===== config.mk =====
export PLATFORM = sky130hd
export DESIGN_NAME = mac_pause_ctrl
export DESIGN_NICKNAME = d
export VERILOG_FILES = /design/src/rtl/mpc_pkg.sv /design/src/rtl/mpc_cfg_regs.sv /design/src/rtl/mpc_ctl_tx.sv /design/src/rtl/mpc_rx_pause.sv /design/src/rtl/mpc_pause_timer.sv /design/src/rtl/mac_pause_ctrl.sv
export SDC_FILE = /design/constraint.sdc
export NUM_CORES = 1
export LEC_CHECK = 0
export BUFFER_PORTS_ARGS = -buffer_cell sky130_fd_sc_hd__buf_2
export CELL_PAD_IN_SITES_DETAIL_PLACEMENT = 1
export CELL_PAD_IN_SITES_GLOBAL_PLACEMENT = 1
export CORE_MARGIN = 10
export CORE_UTILIZATION = 43
export DETAILED_ROUTE_END_ITERATION = 12
export PLACE_DENSITY_LB_ADDON = 0.1
export REMOVE_ABC_BUFFERS = 1
export SLEW_MARGIN = 0
export SYNTH_ARGS = -nofsm -noshare
export SYNTH_HDL_FRONTEND = slang
export SYNTH_SLANG_ARGS = --single-unit

===== constraint.sdc =====
create_clock -name clk -period 5.08 [get_ports clk]
set_input_delay 0.762 -clock clk [delete_from_list [all_inputs] [get_ports clk]]
set_output_delay 0.762 -clock clk [all_outputs]
set_load 0.01 [all_outputs]

===== src/rtl/mpc_pkg.sv =====
package mpc_pkg;

    localparam int QW        = 16;
    localparam int RX_IDX_W  = 5;
    localparam int HDR_BYTES = 18;

    localparam logic [47:0] PAUSE_DA  = 48'h0180C2000001;
    localparam logic [15:0] CTL_ETYPE = 16'h8808;
    localparam logic [15:0] OPC_PAUSE = 16'h0001;

    typedef struct packed {
        logic          rx_en;
        logic          tx_en;
        logic          kick;
        logic [QW-1:0] quanta;
    } fc_cfg_t;

    typedef struct packed {
        logic          hit;
        logic [QW-1:0] quanta;
    } pause_evt_t;

    // Byte i (0 = most significant) of a 48-bit station address.
    function automatic logic [7:0] addr_byte(input logic [47:0] a, input int unsigned i);
        logic [47:0] s;
        s = (i < 6) ? (a >> (40 - 8 * i)) : 48'd0;
        return s[7:0];
    endfunction

    // True when byte i of a received frame is consistent with a Pause frame.
    function automatic logic hdr_byte_ok(input int unsigned i, input logic [7:0] d);
        logic ok;
        ok = 1'b1;
        if (i < 6)        ok = (d == addr_byte(PAUSE_DA, i));
        else if (i == 12) ok = (d == CTL_ETYPE[15:8]);
        else if (i == 13) ok = (d == CTL_ETYPE[7:0]);
        else if (i == 14) ok = (d == OPC_PAUSE[15:8]);
        else if (i == 15) ok = (d == OPC_PAUSE[7:0]);
        return ok;
    endfunction

    // Byte i of the outgoing Pause control frame.
    function automatic logic [7:0] ctl_byte(input int unsigned i, input logic [47:0] sa,
                                            input logic [QW-1:0] q);
        logic [7:0] b;
        b = 8'h00;
        if (i < 6)        b = addr_byte(PAUSE_DA, i);
        else if (i < 12)  b = addr_byte(sa, i - 6);
        else if (i == 12) b = CTL_ETYPE[15:8];
        else if (i == 13) b = CTL_ETYPE[7:0];
        else if (i == 14) b = OPC_PAUSE[15:8];
        else if (i == 15) b = OPC_PAUSE[7:0];
        else if (i == 16) b = q[15:8];
        else if (i == 17) b = q[7:0];
        return b;
    endfunction

endpackage


===== src/rtl/mpc_cfg_regs.sv =====
module mpc_cfg_regs
    import mpc_pkg::*;
(
    input  logic    clk,
    input  logic    rst,
    input  logic    full_duplex,
    input  logic    wr_en,
    input  fc_cfg_t wr,
    input  logic    frame_busy,
    input  logic    frame_done,
    output fc_cfg_t cfg,
    output logic    start
);

    fc_cfg_t cfg_q;
    logic    fd_q;
    logic    reject;
    logic    accept;
    logic    fd_rise;

    assign reject  = (full_duplex & cfg_q.kick) | frame_busy;
    assign accept  = wr_en & ~reject;
    assign fd_rise = full_duplex & ~fd_q;
    assign start   = accept & full_duplex & wr.kick & wr.tx_en;
    assign cfg     = cfg_q;

    always_ff @(posedge clk) begin
        if (rst) begin
            cfg_q <= '0;
            fd_q  <= 1'b0;
        end else begin
            fd_q <= full_duplex;
            if (accept) begin
                cfg_q.rx_en  <= wr.rx_en;
                cfg_q.tx_en  <= wr.tx_en;
                cfg_q.quanta <= wr.quanta;
            end
            if (frame_done)
                cfg_q.kick <= 1'b0;
            else if (accept)
                cfg_q.kick <= full_duplex ? (wr.kick & wr.tx_en) : wr.kick;
            else if (fd_rise && !frame_busy)
                cfg_q.kick <= 1'b0;
        end
    end

    // register locked while a full-duplex request is pending
    a_r5_locked_while_busy: assert property (@(posedge clk) disable iff (rst)
        (full_duplex && cfg_q.kick) |=> ($stable(cfg_q.rx_en) && $stable(cfg_q.tx_en)
                                         && $stable(cfg_q.quanta)));

    // no full-duplex request without transmit enable
    a_r6_kick_needs_tx: assert property (@(posedge clk) disable iff (rst)
        (full_duplex && wr_en && !reject && !wr.tx_en) |=> !cfg_q.kick);

    // completion clears the busy bit
    a_r4_done_clears: assert property (@(posedge clk) disable iff (rst)
        frame_done |=> !cfg_q.kick);

endmodule


===== src/rtl/mpc_ctl_tx.sv =====
module mpc_ctl_tx
    import mpc_pkg::*;
#(
    parameter int          FRAME_BYTES  = 60,
    parameter logic [47:0] STATION_ADDR = 48'h021A2B3C4D5E
) (
    input  logic          clk,
    input  logic          rst,
    input  logic          start,
    input  logic [QW-1:0] quanta,
    input  logic          ctl_ready,
    output logic          ctl_valid,
    output logic [7:0]    ctl_data,
    output logic          ctl_last,
    output logic          busy,
    output logic          done
);

    localparam int IDX_W = $clog2(FRAME_BYTES);
    localparam logic [IDX_W-1:0] LAST_IDX = IDX_W'(FRAME_BYTES - 1);

    logic             sending_q;
    logic [IDX_W-1:0] idx_q;
    logic [QW-1:0]    q_snap;

    assign ctl_valid = sending_q;
    assign ctl_last  = sending_q & (idx_q == LAST_IDX);
    assign ctl_data  = ctl_byte(32'(idx_q), STATION_ADDR, q_snap);
    assign busy      = sending_q;
    assign done      = sending_q & ctl_ready & (idx_q == LAST_IDX);

    always_ff @(posedge clk) begin
        if (rst) begin
            sending_q <= 1'b0;
            idx_q     <= '0;
            q_snap    <= '0;
        end else if (start && !sending_q) begin
            sending_q <= 1'b1;
            idx_q     <= '0;
            q_snap    <= quanta;
        end else if (sending_q && ctl_ready) begin
            if (idx_q == LAST_IDX) begin
                sending_q <= 1'b0;
                idx_q     <= '0;
            end else begin
                idx_q <= idx_q + IDX_W'(1);
            end
        end
    end

    // a stalled byte is held unchanged
    a_r3_stall_holds: assert property (@(posedge clk) disable iff (rst)
        (ctl_valid && !ctl_ready) |=> (ctl_valid && $stable(ctl_data) && $stable(ctl_last)));

    // a new frame never starts over one in flight
    a_r3_no_restart: assert property (@(posedge clk) disable iff (rst)
        start |-> !sending_q);

endmodule


===== src/rtl/mpc_rx_pause.sv =====
module mpc_rx_pause
    import mpc_pkg::*;
(
    input  logic       clk,
    input  logic       rst,
    input  logic       rx_valid,
    input  logic [7:0] rx_data,
    input  logic       rx_sof,
    input  logic       rx_eof,
    output pause_evt_t evt
);

    localparam logic [RX_IDX_W-1:0] IDX_MAX = '1;

    logic [RX_IDX_W-1:0] idx_q;
    logic [RX_IDX_W-1:0] cur_idx;
    logic                match_q;
    logic                match_nxt;
    logic                byte_ok;
    logic [7:0]          qh_q;
    logic [7:0]          ql_q;
    logic                hit_q;

    assign cur_idx   = rx_sof ? '0 : idx_q;
    assign byte_ok   = hdr_byte_ok(32'(cur_idx), rx_data);
    assign match_nxt = rx_sof ? byte_ok : (match_q & byte_ok);

    always_ff @(posedge clk) begin
        if (rst) begin
            idx_q   <= '0;
            match_q <= 1'b0;
            qh_q    <= '0;
            ql_q    <= '0;
            hit_q   <= 1'b0;
        end else begin
            hit_q <= 1'b0;
            if (rx_valid) begin
                idx_q   <= (cur_idx == IDX_MAX) ? IDX_MAX : cur_idx + RX_IDX_W'(1);
                match_q <= match_nxt;
                if (cur_idx == RX_IDX_W'(16)) qh_q <= rx_data;
                if (cur_idx == RX_IDX_W'(17)) ql_q <= rx_data;
                if (rx_eof)
                    hit_q <= match_nxt && (cur_idx >= RX_IDX_W'(HDR_BYTES - 1));
            end
        end
    end

    assign evt.hit    = hit_q;
    assign evt.quanta = {qh_q, ql_q};

    // a decode event only follows the end of a frame
    a_r9_hit_after_eof: assert property (@(posedge clk) disable iff (rst)
        evt.hit |-> $past(rx_valid && rx_eof));

endmodule


===== src/rtl/mpc_pause_timer.sv =====
module mpc_pause_timer
    import mpc_pkg::*;
(
    input  logic       clk,
    input  logic       rst,
    input  logic       rx_en,
    input  pause_evt_t evt,
    input  logic       tick,
    output logic       hold
);

    logic [QW-1:0] cnt_q;

    always_ff @(posedge clk) begin
        if (rst || !rx_en)
            cnt_q <= '0;
        else if (evt.hit)
            cnt_q <= evt.quanta;
        else if (tick && cnt_q != '0)
            cnt_q <= cnt_q - QW'(1);
    end

    assign hold = (cnt_q != '0);

    // the hold only starts from a decoded frame
    a_r8_rise_from_frame: assert property (@(posedge clk) disable iff (rst)
        $rose(hold) |-> $past(evt.hit));

    // disabling reception releases the transmitter
    a_r7_disable_releases: assert property (@(posedge clk) disable iff (rst)
        !rx_en |=> !hold);

endmodule


===== src/rtl/mac_pause_ctrl.sv =====
module mac_pause_ctrl
    import mpc_pkg::*;
#(
    parameter int          FRAME_BYTES  = 60,
    parameter logic [47:0] STATION_ADDR = 48'h021A2B3C4D5E
) (
    input  logic        clk,
    input  logic        rst,
    input  logic        full_duplex,
    input  logic        cfg_we,
    input  logic        cfg_rx_fc_en,
    input  logic        cfg_tx_fc_en,
    input  logic        cfg_kick,
    input  logic [15:0] cfg_tx_quanta,
    output logic        st_rx_fc_en,
    output logic        st_tx_fc_en,
    output logic        st_kick,
    input  logic        rx_valid,
    input  logic [7:0]  rx_data,
    input  logic        rx_sof,
    input  logic        rx_eof,
    input  logic        quanta_tick,
    output logic        tx_hold,
    output logic        jam_strobe,
    output logic        ctl_valid,
    output logic [7:0]  ctl_data,
    output logic        ctl_last,
    input  logic        ctl_ready
);

    fc_cfg_t    wr_cfg;
    fc_cfg_t    cfg;
    pause_evt_t evt;
    logic       start;
    logic       frame_busy;
    logic       frame_done;
    logic       jam_q;

    always_comb begin
        wr_cfg.rx_en  = cfg_rx_fc_en;
        wr_cfg.tx_en  = cfg_tx_fc_en;
        wr_cfg.kick   = cfg_kick;
        wr_cfg.quanta = cfg_tx_quanta;
    end

    mpc_cfg_regs u_cfg (
        .clk        (clk),
        .rst        (rst),
        .full_duplex(full_duplex),
        .wr_en      (cfg_we),
        .wr         (wr_cfg),
        .frame_busy (frame_busy),
        .frame_done (frame_done),
        .cfg        (cfg),
        .start      (start)
    );

    mpc_ctl_tx #(
        .FRAME_BYTES (FRAME_BYTES),
        .STATION_ADDR(STATION_ADDR)
    ) u_ctl_tx (
        .clk      (clk),
        .rst      (rst),
        .start    (start),
        .quanta   (cfg_tx_quanta),
        .ctl_ready(ctl_ready),
        .ctl_valid(ctl_valid),
        .ctl_data (ctl_data),
        .ctl_last (ctl_last),
        .busy     (frame_busy),
        .done     (frame_done)
    );

    mpc_rx_pause u_rx (
        .clk     (clk),
        .rst     (rst),
        .rx_valid(rx_valid),
        .rx_data (rx_data),
        .rx_sof  (rx_sof),
        .rx_eof  (rx_eof),
        .evt     (evt)
    );

    mpc_pause_timer u_timer (
        .clk  (clk),
        .rst  (rst),
        .rx_en(cfg.rx_en),
        .evt  (evt),
        .tick (quanta_tick),
        .hold (tx_hold)
    );

    // Half-duplex back pressure: one jam request per arriving frame.
    always_ff @(posedge clk) begin
        if (rst)
            jam_q <= 1'b0;
        else
            jam_q <= ~full_duplex & cfg.kick & cfg.tx_en & rx_valid & rx_sof;
    end

    assign jam_strobe  = jam_q;
    assign st_rx_fc_en = cfg.rx_en;
    assign st_tx_fc_en = cfg.tx_en;
    assign st_kick     = cfg.kick;

    // each jam request answers a frame start with transmit enable set
    a_r10_jam_after_sof: assert property (@(posedge clk) disable iff (rst)
        jam_strobe |-> $past(rx_valid && rx_sof && cfg.tx_en));

    // no jam request is made in full duplex
    a_r11_no_jam_fd: assert property (@(posedge clk) disable iff (rst)
        jam_strobe |-> $past(!full_duplex));

endmodule


After elaboration in Yosys (flattened, before gate mapping)

Index checks and enable logic that the tools add are counted.

Register bits after elaboration: 67
Output and inout port bits: 15
Input bits: 36

Equal/unequal tests: 18
Reductions and logical operators: 20
Multiplexer cells: 27
Magnitude comparators: 5
Shift operators: 3
Add/subtract/negate cells: 7
Bitwise logic cells: 21

Operator list:

| kind                    | count |
|---|---|
| $shr A41 B32 Y8 const A | 2 |
| $mux W8                 | 10 |
| $shr A42 B32 Y8 const A | 1 |
| $lt A32 B3 Y1 const B   | 1 |
| $mux W16                | 2 |
| $sub A6 B32 Y32 const A | 1 |
| $eq A6 B4 Y1 const B    | 4 |
| $eq A5 B4 Y1 const B    | 4 |
| $reduce_bool A16 Y1     | 1 |
| $sub A16 B1 Y16 const B | 1 |
| $and A1 B1 Y1           | 15 |
| $eq A5 B5 Y1 const B    | 3 |
| $eq A6 B5 Y1 const B    | 2 |
| $mux W1                 | 12 |
| $mux W5                 | 2 |
| $sub A6 B9 Y10 const A  | 1 |
| $sub A6 B8 Y9 const A   | 1 |
| $eq A8 B1 Y1 const B    | 1 |
| $eq A8 B4 Y1 const B    | 1 |
| $eq A8 B8 Y1            | 1 |
| $eq A8 B8 Y1 const B    | 1 |
| $logic_not A8 Y1        | 1 |
| $reduce_bool A2 Y1      | 4 |
| $sub A6 B3 Y7 const B   | 1 |
| other kinds (16)        | 28 |

Logic depth before layout (Yosys ltp)

Gate-level depths: netlist of the first run.

Depth after elaboration: 10
Depth in mapped cells: 14
Mapped depth without buffers: 13

By module

Synthesis of the first run repeated with hierarchy kept, for this count alone.

Cell total of the unflattened synthesis: 592
Area, all modules: 4798.4 µm²

Modules (own cells, without submodules):

| module          | cells an instance | area an instance (µm²) | instances | sequential area each (µm²) |
|---|---|---|---|---|
| mpc_ctl_tx      | 204               | 1577.8                 | 1         | 460.4 |
| mpc_rx_pause    | 156               | 1262.5                 | 1         | 460.4 |
| mpc_pause_timer | 133               | 1042.2                 | 1         | 320.3 |
| mpc_cfg_regs    | 96                | 874.6                  | 1         | 400.4 |
| mac_pause_ctrl  | 3                 | 41.3                   | 1         | 20.0 |

Least setup slack after synthesis of the first run

Ideal clock, no wire load.

Kind: register to output
Start point: register u_ctl_tx.idx_q[1]
End point: output port ctl_data[2]
Arrival time: 3.679 ns
Setup slack: 0.639 ns
Stages on the path, launching flop included: 15
Cell sequence: dfxtp_1 clkbuf_1 inv_1 ha_1 clkbuf_1 nor2b_1 o2111a_1 o21ai_0 ha_1 or4b_1 or4_4 clkinv_2 nand2_2 or4_1 nand2_1

Longest elaborated chain between the ends: 9
Elaborated cells on any way between the ends: 23
Those cells by class: 3 x add/sub; 3 x order compare; 6 x eq/ne; 2 x shift; 9 x mux

RTL lines:

| item                                                    | line                 | text |
|---|---|---|
| start: declaration                                      | mpc_ctl_tx.sv:23     | `logic [IDX_W-1:0] idx_q;` |
| start signal: assignment                                | mpc_ctl_tx.sv:46     | `idx_q <= idx_q + IDX_W'(1);` |
| branches (longest 8 deep; another with $sub A6 B32 Y32) | --                   |  |
| $mux W8 *                                               | mpc_pkg.sv:47        | `if (i < 6) b = addr_byte(PAUSE_DA, i);` |
| end: declaration                                        | mac_pause_ctrl.sv:26 | `output logic [7:0] ctl_data,` |

Every way passes the cells marked *.

Final worst setup path of the first run

Start point: register u_ctl_tx.idx_q[3]
End point: output port ctl_data[2]

Same word-level chain as after synthesis.

==> results.cfg, run 1 <==
[run_status]
status = finished clean

[cells_and_area]
num-nets-final = 602
layout-drive-gt1-share = 0.161
final_core_util = 0.495
fillCellCount = 1152
antennaDiodeCount = 0
finalNonFillerCells = 658
syn2layout_area_growth_pct = 12.8

[cts]
ctsRootBufferMaster = clkbuf_8
cts_buffer_depth = 2
clock_sinks = 67
cts_inserted_buffers = 9
htree_levels = 3
cts_setup_buffers = 0
hold_buffers = 0
cts_tree = done
clk_pin_slew_worst_paths_ns = 0.08
clkLatencyLatePin_ns = 0.34

[synthesis]
synth_ff_type = dfxtp_1
postSynth.asyncResetShare = 0
synth-edff-count = 0
synthDistinctLibCells = 63
synth-seq-area-share = 0.334
avgSynthCellArea_um2 = 7.93
ys_warn_count = 0
synthCells = 506
netlist_area_mm2 = 0.00402
ys_ff_latch = 67

[global_route]
first_global_vias = 3859
grt_max_degree = 45
antenna_found_initial = 0
grt_remaining_overflow = 0
grt.total_usage = 0.172
grt_pass1_wl_mm = 18.9

[setup_path]
worstSetupPathType = flop to primary output
crit_path_frequent_cell = nand2_1
cp_slowest_cell = or4_4
crit_path_start_kind = flop
crit_path_end_kind = primary output
path_buf_inv = 3
critPathTopFamily = simple AND/OR/NAND/NOR gates
crit_fanout = 13
arrival_ns = 4.08
cp_cell_sequence = inv_1 -> ha_2 -> nand2_1 -> xor2_1 -> o41ai_4 -> nand2b_1 -> ha_1 -> or4b_1 -> or4_4 -> clkinv_2 -> nand2_2 -> or4_1 -> nand2_1 -> buf_2
cp_data_required_time_ns = 4.32
slowest_delay_ns = 0.51

[floorplanning]
ioPinCount = 51
core-area_mm2 = 0.00915
die_w_um = 117
num_rows = 35
die_h_um = 117
initial_core_util = 0.439
die_area_mm2 = 0.0136

[routing]
post-route-drc-count = 0
drt_first_pass_iters = 4
post_drt_wl_per_cell_um = 17.1
dr_total_vias = 3706
totalWireLength_mm = 11.2
antenna_left = 0
drt_iter0_markers = 192
viasPerCell = 5.63

[sta]
tightest_slew_ns = 1.01
rsz0062_at_grt = no
fin_ws_ns = 0.241
relSlewSlack = 0.327
slew_violations = 0
finalSetupViolations = 0
clock_skew_ns = 0.00901
finalHoldViolCount = 0
setup_tns_ns = 0
max_freq_mhz = 207
period_minus_slack_ns = 4.84
period_share = 0.953

[place]
dp_worst_setup_slack_ns = 0.259
dp_cells = 642
hpwlAfterDp_mm = 8.35
place.gp.congestion = 0.851
io_buffer_count = 50

[power_and_ir_drop]
leakage_nw = 1.78
ir_drop_mv = 0.141
power_mw = 1.08
power_density_mw_per_mm2 = 238

[hold_path]
hold_path.class = flop to flop

[job]
max_cap_violations = 0
## worst register-to-register path, stage by stage (launching register included)
cell	delay (ns)
dfxtp_1	0.51
nand2b_1	0.20
ha_1	0.43
nor4b_4	0.25
a22oi_1	0.12
or4b_1	0.48
a311o_1	0.36
a211oi_1	0.20
## kinds of logic after synthesis
| kind of cell | count (synthesis) | synth area share |
|---|---|---|
| simple gates | 219 | 0.281 |
| compound gates | 118 | 0.192 |
| flops | 67 | 0.334 |
| buf+inv | 46 | 0.0442 |
| fa+ha+maj | 24 | 0.0748 |
| xor+xnor | 20 | 0.0436 |
| mux | 12 | 0.0305 |
## per-stage QoR
step | instance area, µm² | hold WS (ns)
6_report | 4530 | 0.462
3_5_place_dp | 4310 | 0.449
2_1_floorplan | 3910 | 0.428
5_1_grt | 4530 | 0.481
4_1_cts | 4520 | 0.462
3_3_place_gp | 4310 | 0.444
## layout make-up
| cell class | instances | area (µm²) | share of cell area |
|---|---|---|---|
| clock buffer | 11 | 141 | 0.0312 |
| clock inverter | 5 | 60.1 | 0.0133 |
| inverter | 19 | 72.6 | 0.0160 |
| multi-input combinational | 393 | 2500 | 0.553 |
| sequential | 67 | 1350 | 0.297 |
| tap | 111 | 139 | 0.0307 |
| timing repair buffer | 52 | 265 | 0.0586 |
## layout by cell type, fill, tap and decap left out, types with 3 or more instances in the layout
master    Yosys  final
and2_1        3      3
nor2b_1       8      8
dfxtp_1      67     65
nor3b_1       5      5
buf_2         3     50
a31oi_1       5      5
ha_1         24     21
or3_1         6      6
xor2_1        7      7
nand2_1      78     78
ha_2          0      3
and3_1        3      3
nand3_1      27     27
o211ai_1      3      3
a21oi_1      49     49
o21a_1        6      6
inv_1        18     18
a21o_1        4      4
o21ai_1       3      3
mux2i_1      10     10
nor2_1       31     31
a22oi_1       5      5
o21ai_0      16     16
a221oi_1      4      4
xnor2_1      13     13
a211oi_1      3      3
clkbuf_8      0     10
nand4_1       5      5
nor3_1       17     17
nor4_1       10     10
nand2b_1      6      6
## path summary, 6_finish.rpt
kind	startpoint	to	slack (ns)	depth (start not counted)
max	u_ctl_tx.idx_q[3]	ctl_data[2]	0.24	14
min	u_ctl_tx.q_snap[5]	u_ctl_tx.q_snap[5]	0.46	2
max reg2reg	u_rx.idx_q[2]	u_rx.match_q	2.44	7
min reg2reg	u_ctl_tx.q_snap[5]	u_ctl_tx.q_snap[5]	0.46	2
## sequential cells by signal, summed over array words and instances (netlist names)
signal	flops
jam_strobe	1
u_cfg.cfg	3
u_cfg.fd_q	1
u_ctl_tx.busy	1
u_ctl_tx.idx_q	6
u_ctl_tx.q_snap	16
u_rx.hit_q	1
u_rx.idx_q	5
u_rx.match_q	1
u_rx.qh_q	8
u_rx.ql_q	8
u_timer.cnt_q	16
## layer usage
metal	up-vias	global-route usage	routed length, µm
li1	1891	-	-
met1	1762	0.227	5610
met2	49	0.279	5240
met3	4	0.0395	333
met4	0	0.0371	53
met5	-	0	0
## synthesized netlist by cell type (6+ instances only)
master | number | area, µm²
a21oi_1 | 49 | 245
nor4_1 | 10 | 62.6
o21ai_0 | 16 | 80.1
xnor2_1 | 13 | 114
o21a_1 | 6 | 45.0
nand2_1 | 78 | 293
or3_1 | 6 | 37.5
nor3_1 | 17 | 85.1
ha_1 | 24 | 300
inv_1 | 18 | 67.6
xor2_1 | 7 | 61.3
nand3_1 | 27 | 135
clkbuf_1 | 23 | 86.3
nor2_1 | 31 | 116
dfxtp_1 | 67 | 1340
nand2b_1 | 6 | 37.5
nor2b_1 | 8 | 50.1
mux2i_1 | 10 | 100
## power by group
part           total (mW)  switching, mW  internal [mW]
clock               0.466          0.223          0.243
combinational      0.0764         0.0471         0.0293
sequential          0.537        0.00675          0.531
## repair_timing
| item | CTS | global route |
|---|---|---|
| setup endpoints to repair | 4 | 5 |
| hold endpoints to repair | 0 | 0 |
| resized for setup | 2 | 4 |
(Power assumes the default switching activity.)
==> run 2, diff against run 1 <==
==> constraint.sdc (replaced) <==
create_clock -name clk -period 5 [get_ports clk]
set_input_delay 0.75 -clock clk [delete_from_list [all_inputs] [get_ports clk]]
set_output_delay 0.75 -clock clk [all_outputs]
set_load 0.01 [all_outputs]
==> run 2 against run 1 <==
Effect of this change:
- flip-flop and latch count is the same
- sequential share of layout area down 0.14 points
- die area is the same
- via count is 0.86% higher
- critical path type unchanged
- clock skew up 0.00091 ns
==> results.cfg, run 2 (synthesized netlist as in run 1, its figures left out) <==
[power_and_ir_drop]
power_density_mw_per_mm2 = 238
ir_drop_mv = 0.124
leakage_nw = 1.78

[job]
max_cap_violations = 0

[cells_and_area]
final_core_util = 0.497
top_regs = u_ctl_tx.q_snap x16, u_timer.cnt_q x16
fillCellCount = 1154
layout-drive-gt1-share = 0.164
antennaDiodeCount = 0
layout_commonest_cell = nand2_1
syn2layout_area_growth_pct = 13.2
finalNonFillerCells = 660
final_cell_mix = nand2_1 (78), dfxtp_1 (66), buf_2 (50), a21oi_1 (49), nor2_1 (31)
num-nets-final = 604

[routing]
drt_first_pass_iters = 4
dr_wl_met2_mm = 5.24
antenna_left = 0
top_layer = met4
post_drt_wl_per_cell_um = 17.0
post-route-drc-count = 0
drt_iter0_markers = 239
viasPerCell = 5.66
totalWireLength_mm = 11.2
dr_total_vias = 3738
wl_met3_um = 349
wl_met1_mm = 5.55

[global_route]
grt_max_degree = 45
grt_remaining_overflow = 0
grt_pass1_wl_mm = 18.9
grt.total_usage = 0.170
first_global_vias = 3850
antenna_found_initial = 0

[cts]
cts_tree = done
cts_inserted_buffers = 9
clock_sinks = 67
clkLatencyLatePin_ns = 0.34
htree_levels = 3
clk_pin_slew_worst_paths_ns = 0.07
ctsRootBufferMaster = clkbuf_8
cts_buffer_depth = 2

[floorplanning]
initial_core_util = 0.439
die_h_um = 117
core-area_mm2 = 0.00915
die_area_mm2 = 0.0136
ioPinCount = 51
die_w_um = 117
num_rows = 35

[sta]
clock_skew_ns = 0.00992
finalHoldViolCount = 0
slew_violations = 0
finalSetupViolations = 0
tightest_slew_ns = 1.01
max_freq_mhz = 212
rsz0062_at_grt = no
period_minus_slack_ns = 4.72
relSlewSlack = 0.326
setup_tns_ns = 0
period_share = 0.944

[setup_path]
cp_data_required_time_ns = 4.25
slowest_delay_ns = 0.52
crit_path_frequent_cell = nand2_1
arrival_ns = 3.97
crit_fanout = 6
cp_cell_sequence = inv_1 -> ha_2 -> nand2_1 -> xor2_1 -> o41ai_4 -> nand2b_1 -> ha_1 -> or4b_1 -> or4_4 -> clkinv_2 -> nand2_2 -> or4_1 -> nand2_1 -> buf_2
worstSetupPathType = flop to primary output
path_buf_inv = 3
crit_path_end_kind = primary output
crit_path_start_kind = flop
cp_slowest_cell = or4b_1
critPathTopFamily = simple AND/OR/NAND/NOR gates

[place]
io_buffer_count = 50
place.gp.congestion = 0.859
hpwlAfterDp_mm = 8.28
dp_cells = 644

[hold_path]
hold_path.class = flop to flop

[run_status]
status = finished clean
[run 2: layer usage]
layer	vias to the layer above	track usage
met1	1786	0.228
li1	1888	-
met2	55	0.273
met5	-	0
met3	9	0.0349
met4	0	0.0420
[run 2: worst min-delay path, delay by kind of cell, from the launching register on]
| kind | cells | cell delay, ns |
|---|---|---|
| AOI/OAI and AO/OA | 1 | 0.05 |
| and+or+nand+nor | 1 | 0.05 |
| DFF | 1 | 0.31 |
[run 2: cell type report]
class	instances	area, µm²	area share
clock buffers	9	124	0.0273
clock inverters	7	75.1	0.0165
inverters	19	72.6	0.0160
multi-input cells	393	2510	0.552
flip-flops and latches	67	1350	0.296
well taps	111	139	0.0306
repair buffers	54	280	0.0617
[run 2: repair_timing]
action | in CTS | in global routing
resized for setup | 1 | 5
hold buffers | 0 | 0
setup buffers | 0 | 0
endpoints found under the setup margin | 6 | 6
[run 2: report_power, final]
part / internal [mW] / leakage, nW / switching, mW
clock network: 0.233 / 0.0923 / 0.225
registers: 0.539 / 0.542 / 0.00648
logic: 0.0298 / 1.15 / 0.0477
total: 0.801 / 1.78 / 0.279
[run 2: final timing paths]
kind | start | to | slack [ns] | depth (start not counted)
setup / recovery | u_ctl_tx.idx_q[3] | ctl_data[2] | 0.28 | 14
hold / removal | u_rx.qh_q[7] | u_rx.qh_q[7] | 0.46 | 2
setup reg to reg | u_rx.idx_q[2] | u_rx.match_q | 2.34 | 7
hold reg to reg | u_rx.qh_q[7] | u_rx.qh_q[7] | 0.46 | 2
[run 2: metrics by stage]
step           hold slack, ns  power, mW  area, µm²  worst slack (ns)
2_1_floorplan           0.428      0.594       3910             0.802
3_3_place_gp            0.444      0.635       4330             0.421
3_5_place_dp            0.451      0.636       4330             0.251
4_1_cts                 0.462       1.10       4530            0.0888
5_1_grt                 0.486       1.13       4550            0.0585
6_report                0.458       1.08       4550             0.281
==> run 3, diff against run 2 <==
--- a/config.mk
+++ b/config.mk
@@ -9,11 +9,12 @@
 export CELL_PAD_IN_SITES_DETAIL_PLACEMENT = 1
 export CELL_PAD_IN_SITES_GLOBAL_PLACEMENT = 1
 export CORE_MARGIN = 10
-export CORE_UTILIZATION = 43
+export CORE_UTILIZATION = 45
 export DETAILED_ROUTE_END_ITERATION = 12
 export PLACE_DENSITY_LB_ADDON = 0.1
 export REMOVE_ABC_BUFFERS = 1
-export SLEW_MARGIN = 0
+export SLEW_MARGIN = 5
 export SYNTH_ARGS = -nofsm -noshare
 export SYNTH_HDL_FRONTEND = slang
+export SYNTH_HIERARCHICAL = 1
 export SYNTH_SLANG_ARGS = --single-unit
==> run 3 against run 2 <==
Effect of this change:
- sequential power is essentially flat
- power grew 14%
- global-route usage is 0.92 points higher
- combinational power rose by 10%
- sequential share of layout area is 0.78 points lower
- synthesized cell count grew 3.8%
- register-to-register slack improved by 0.34 ns
- non-clock buffer count decreased by 2
- highest routed layer unchanged
==> results.cfg, run 3 <==
[run_status]
status = finished clean

[setup_path]
cp_data_required_time_ns = 4.25
cp_slowest_cell = or4b_4
critPathTopFamily = simple AND/OR/NAND/NOR gates
cp_cell_sequence = ha_1 -> nor2b_1 -> o2111a_1 -> a311oi_1 -> ha_1 -> nand4_1 -> nor3_1 -> nand4_1 -> or4b_4 -> o31ai_2 -> buf_2
worstSetupPathType = flop to primary output
crit_fanout = 11
crit_path_end_kind = primary output
crit_path_start_kind = flop
arrival_ns = 3.63
slowest_delay_ns = 0.60
path_buf_inv = 1

[cts]
cts_tree = done
cts_repair_resize_count = 0
hold_buffers = 0
clkLatencyLatePin_ns = 0.34
clock_sinks = 67
cts_setup_buffers = 0
clk_pin_slew_worst_paths_ns = 0.08
cts_buffer_depth = 2
cts_inserted_buffers = 9
ctsRootBufferMaster = clkbuf_8
htree_levels = 3

[power_and_ir_drop]
p_int_uw = 957
power_density_mw_per_mm2 = 264
switching_power_uw = 271
p_clk_frac = 0.486
p_comb_frac = 0.069
p_seq_frac = 0.445
switching_share = 0.221
ir_drop_mv = 0.120
leakage_nw = 1.75

[floorplanning]
core-area_mm2 = 0.00911
ioPinCount = 51
die_h_um = 116
initial_core_util = 0.457
num_rows = 35
die_w_um = 116
die_area_mm2 = 0.0135

[sta]
finalHoldViolCount = 0
finalSetupViolations = 0
setup_tns_ns = 0
period_minus_slack_ns = 4.38
period_share = 0.877
whs_ns = 0.457
rsz0062_at_grt = no
slew_violations = 0
max_freq_mhz = 228
relSlewSlack = 0.398
tightest_slew_ns = 0.903
clock_skew_ns = 0.0101

[cells_and_area]
layout_commonest_cell = nand2_1
num-nets-final = 607
final_core_util = 0.511
layout-drive-gt1-share = 0.168
syn2layout_area_growth_pct = 11.7
antennaDiodeCount = 0
final_cell_mix = nand2_1 (72), dfxtp_1 (67), buf_2 (50), a21oi_1 (47), nor2_1 (31)
top_regs = u_ctl_tx/q_snap x16, u_timer/cnt_q x16

[global_route]
grt.total_usage = 0.180
first_global_vias = 4097
antenna_found_initial = 0
met2_usage = 0.293
busiest_layer = met2
grt_max_degree = 52
grt_remaining_overflow = 0
grt_pass1_wl_mm = 20.2
grt_util_met3 = 0.0313
met1_usage = 0.234

[job]
max_cap_violations = 0

[routing]
dr_total_vias = 3922
viasPerCell = 5.89
post_drt_wl_per_cell_um = 17.6
drt_iter0_markers = 198
antenna_left = 0
drt_first_pass_iters = 4
post-route-drc-count = 0
totalWireLength_mm = 11.7

[synthesis]
avgSynthCellArea_um2 = 7.94
synthCells = 525
netlist_area_mm2 = 0.00417
ys_warn_count = 6

[place]
io_buffer_count = 50
hpwlAfterDp_mm = 8.62
place.gp.congestion = 0.882

[hold_path]
hold_path.class = flop to flop
[run 3: cell count changes in the layout (fill, tap and decap cells not counted), sizes merged, moves of 5 or more]
cell    previous run  this run
o31ai              1         6
xnor2             13         3
mux2i             10         3
nor4              12         5
a311oi             0         5
nand2b             7        13
nand4              5        12
o21ai             19        24
inv               20        15
nor3              18        12
nand2             79        72
[run 3: layout make-up]
cell class | instances | area, µm²
repair buffers | 52 | 265
well taps | 111 | 139
clock buffers | 10 | 128
fillers | 1135 | 4450
flip-flops and latches | 67 | 1340
clock inverters | 6 | 138
inverters | 15 | 56.3
multi-input cells | 405 | 2590
[run 3: layer usage]
metal,vias to the layer above,share of wire
met5,-,0
met4,0,0.0084
met3,9,0.026
met2,59,0.47
met1,1887,0.49
li1,1967,-
[run 3: final timing paths]
check                    start  slack (ns)                to  cells past startpoint
max          u_ctl_tx/idx_q[2]        0.62       ctl_data[0]                     11
min               u_rx/match_q        0.46        u_rx/hit_q                      2
max reg2reg   u_timer/cnt_q[1]        2.68  u_timer/cnt_q[4]                      6
min reg2reg       u_rx/match_q        0.46        u_rx/hit_q                      2
[run 3: per-stage QoR]
stage | power [mW] | instances | area, µm² | worst slack (ns)
floorplan | 0.600 | 487 | 3990 | 1.03
global placement | 0.641 | 650 | 4390 | 1.02
detailed placement | 0.643 | 650 | 4390 | 0.983
CTS | 1.24 | 666 | 4660 | 0.590
global route | 1.28 | 666 | 4660 | 0.347
finish | 1.23 | 666 | 4660 | 0.616
[run 3: power groups by stage]
stage	registers (mW)	clock network (mW)	logic (mW)
after CTS	0.546	0.609	0.0859
final	0.546	0.597	0.0853
after global placement	0.559	0	0.0827
after global routing	0.547	0.633	0.0968
after floorplan	0.558	0	0.0428
after detailed placement	0.559	0	0.0845
[run 3: worst min-delay path: stages (launching register included)]
cell and delay, ns:
dfxtp_1 0.32, nand2_1 0.06, nor4_1 0.04
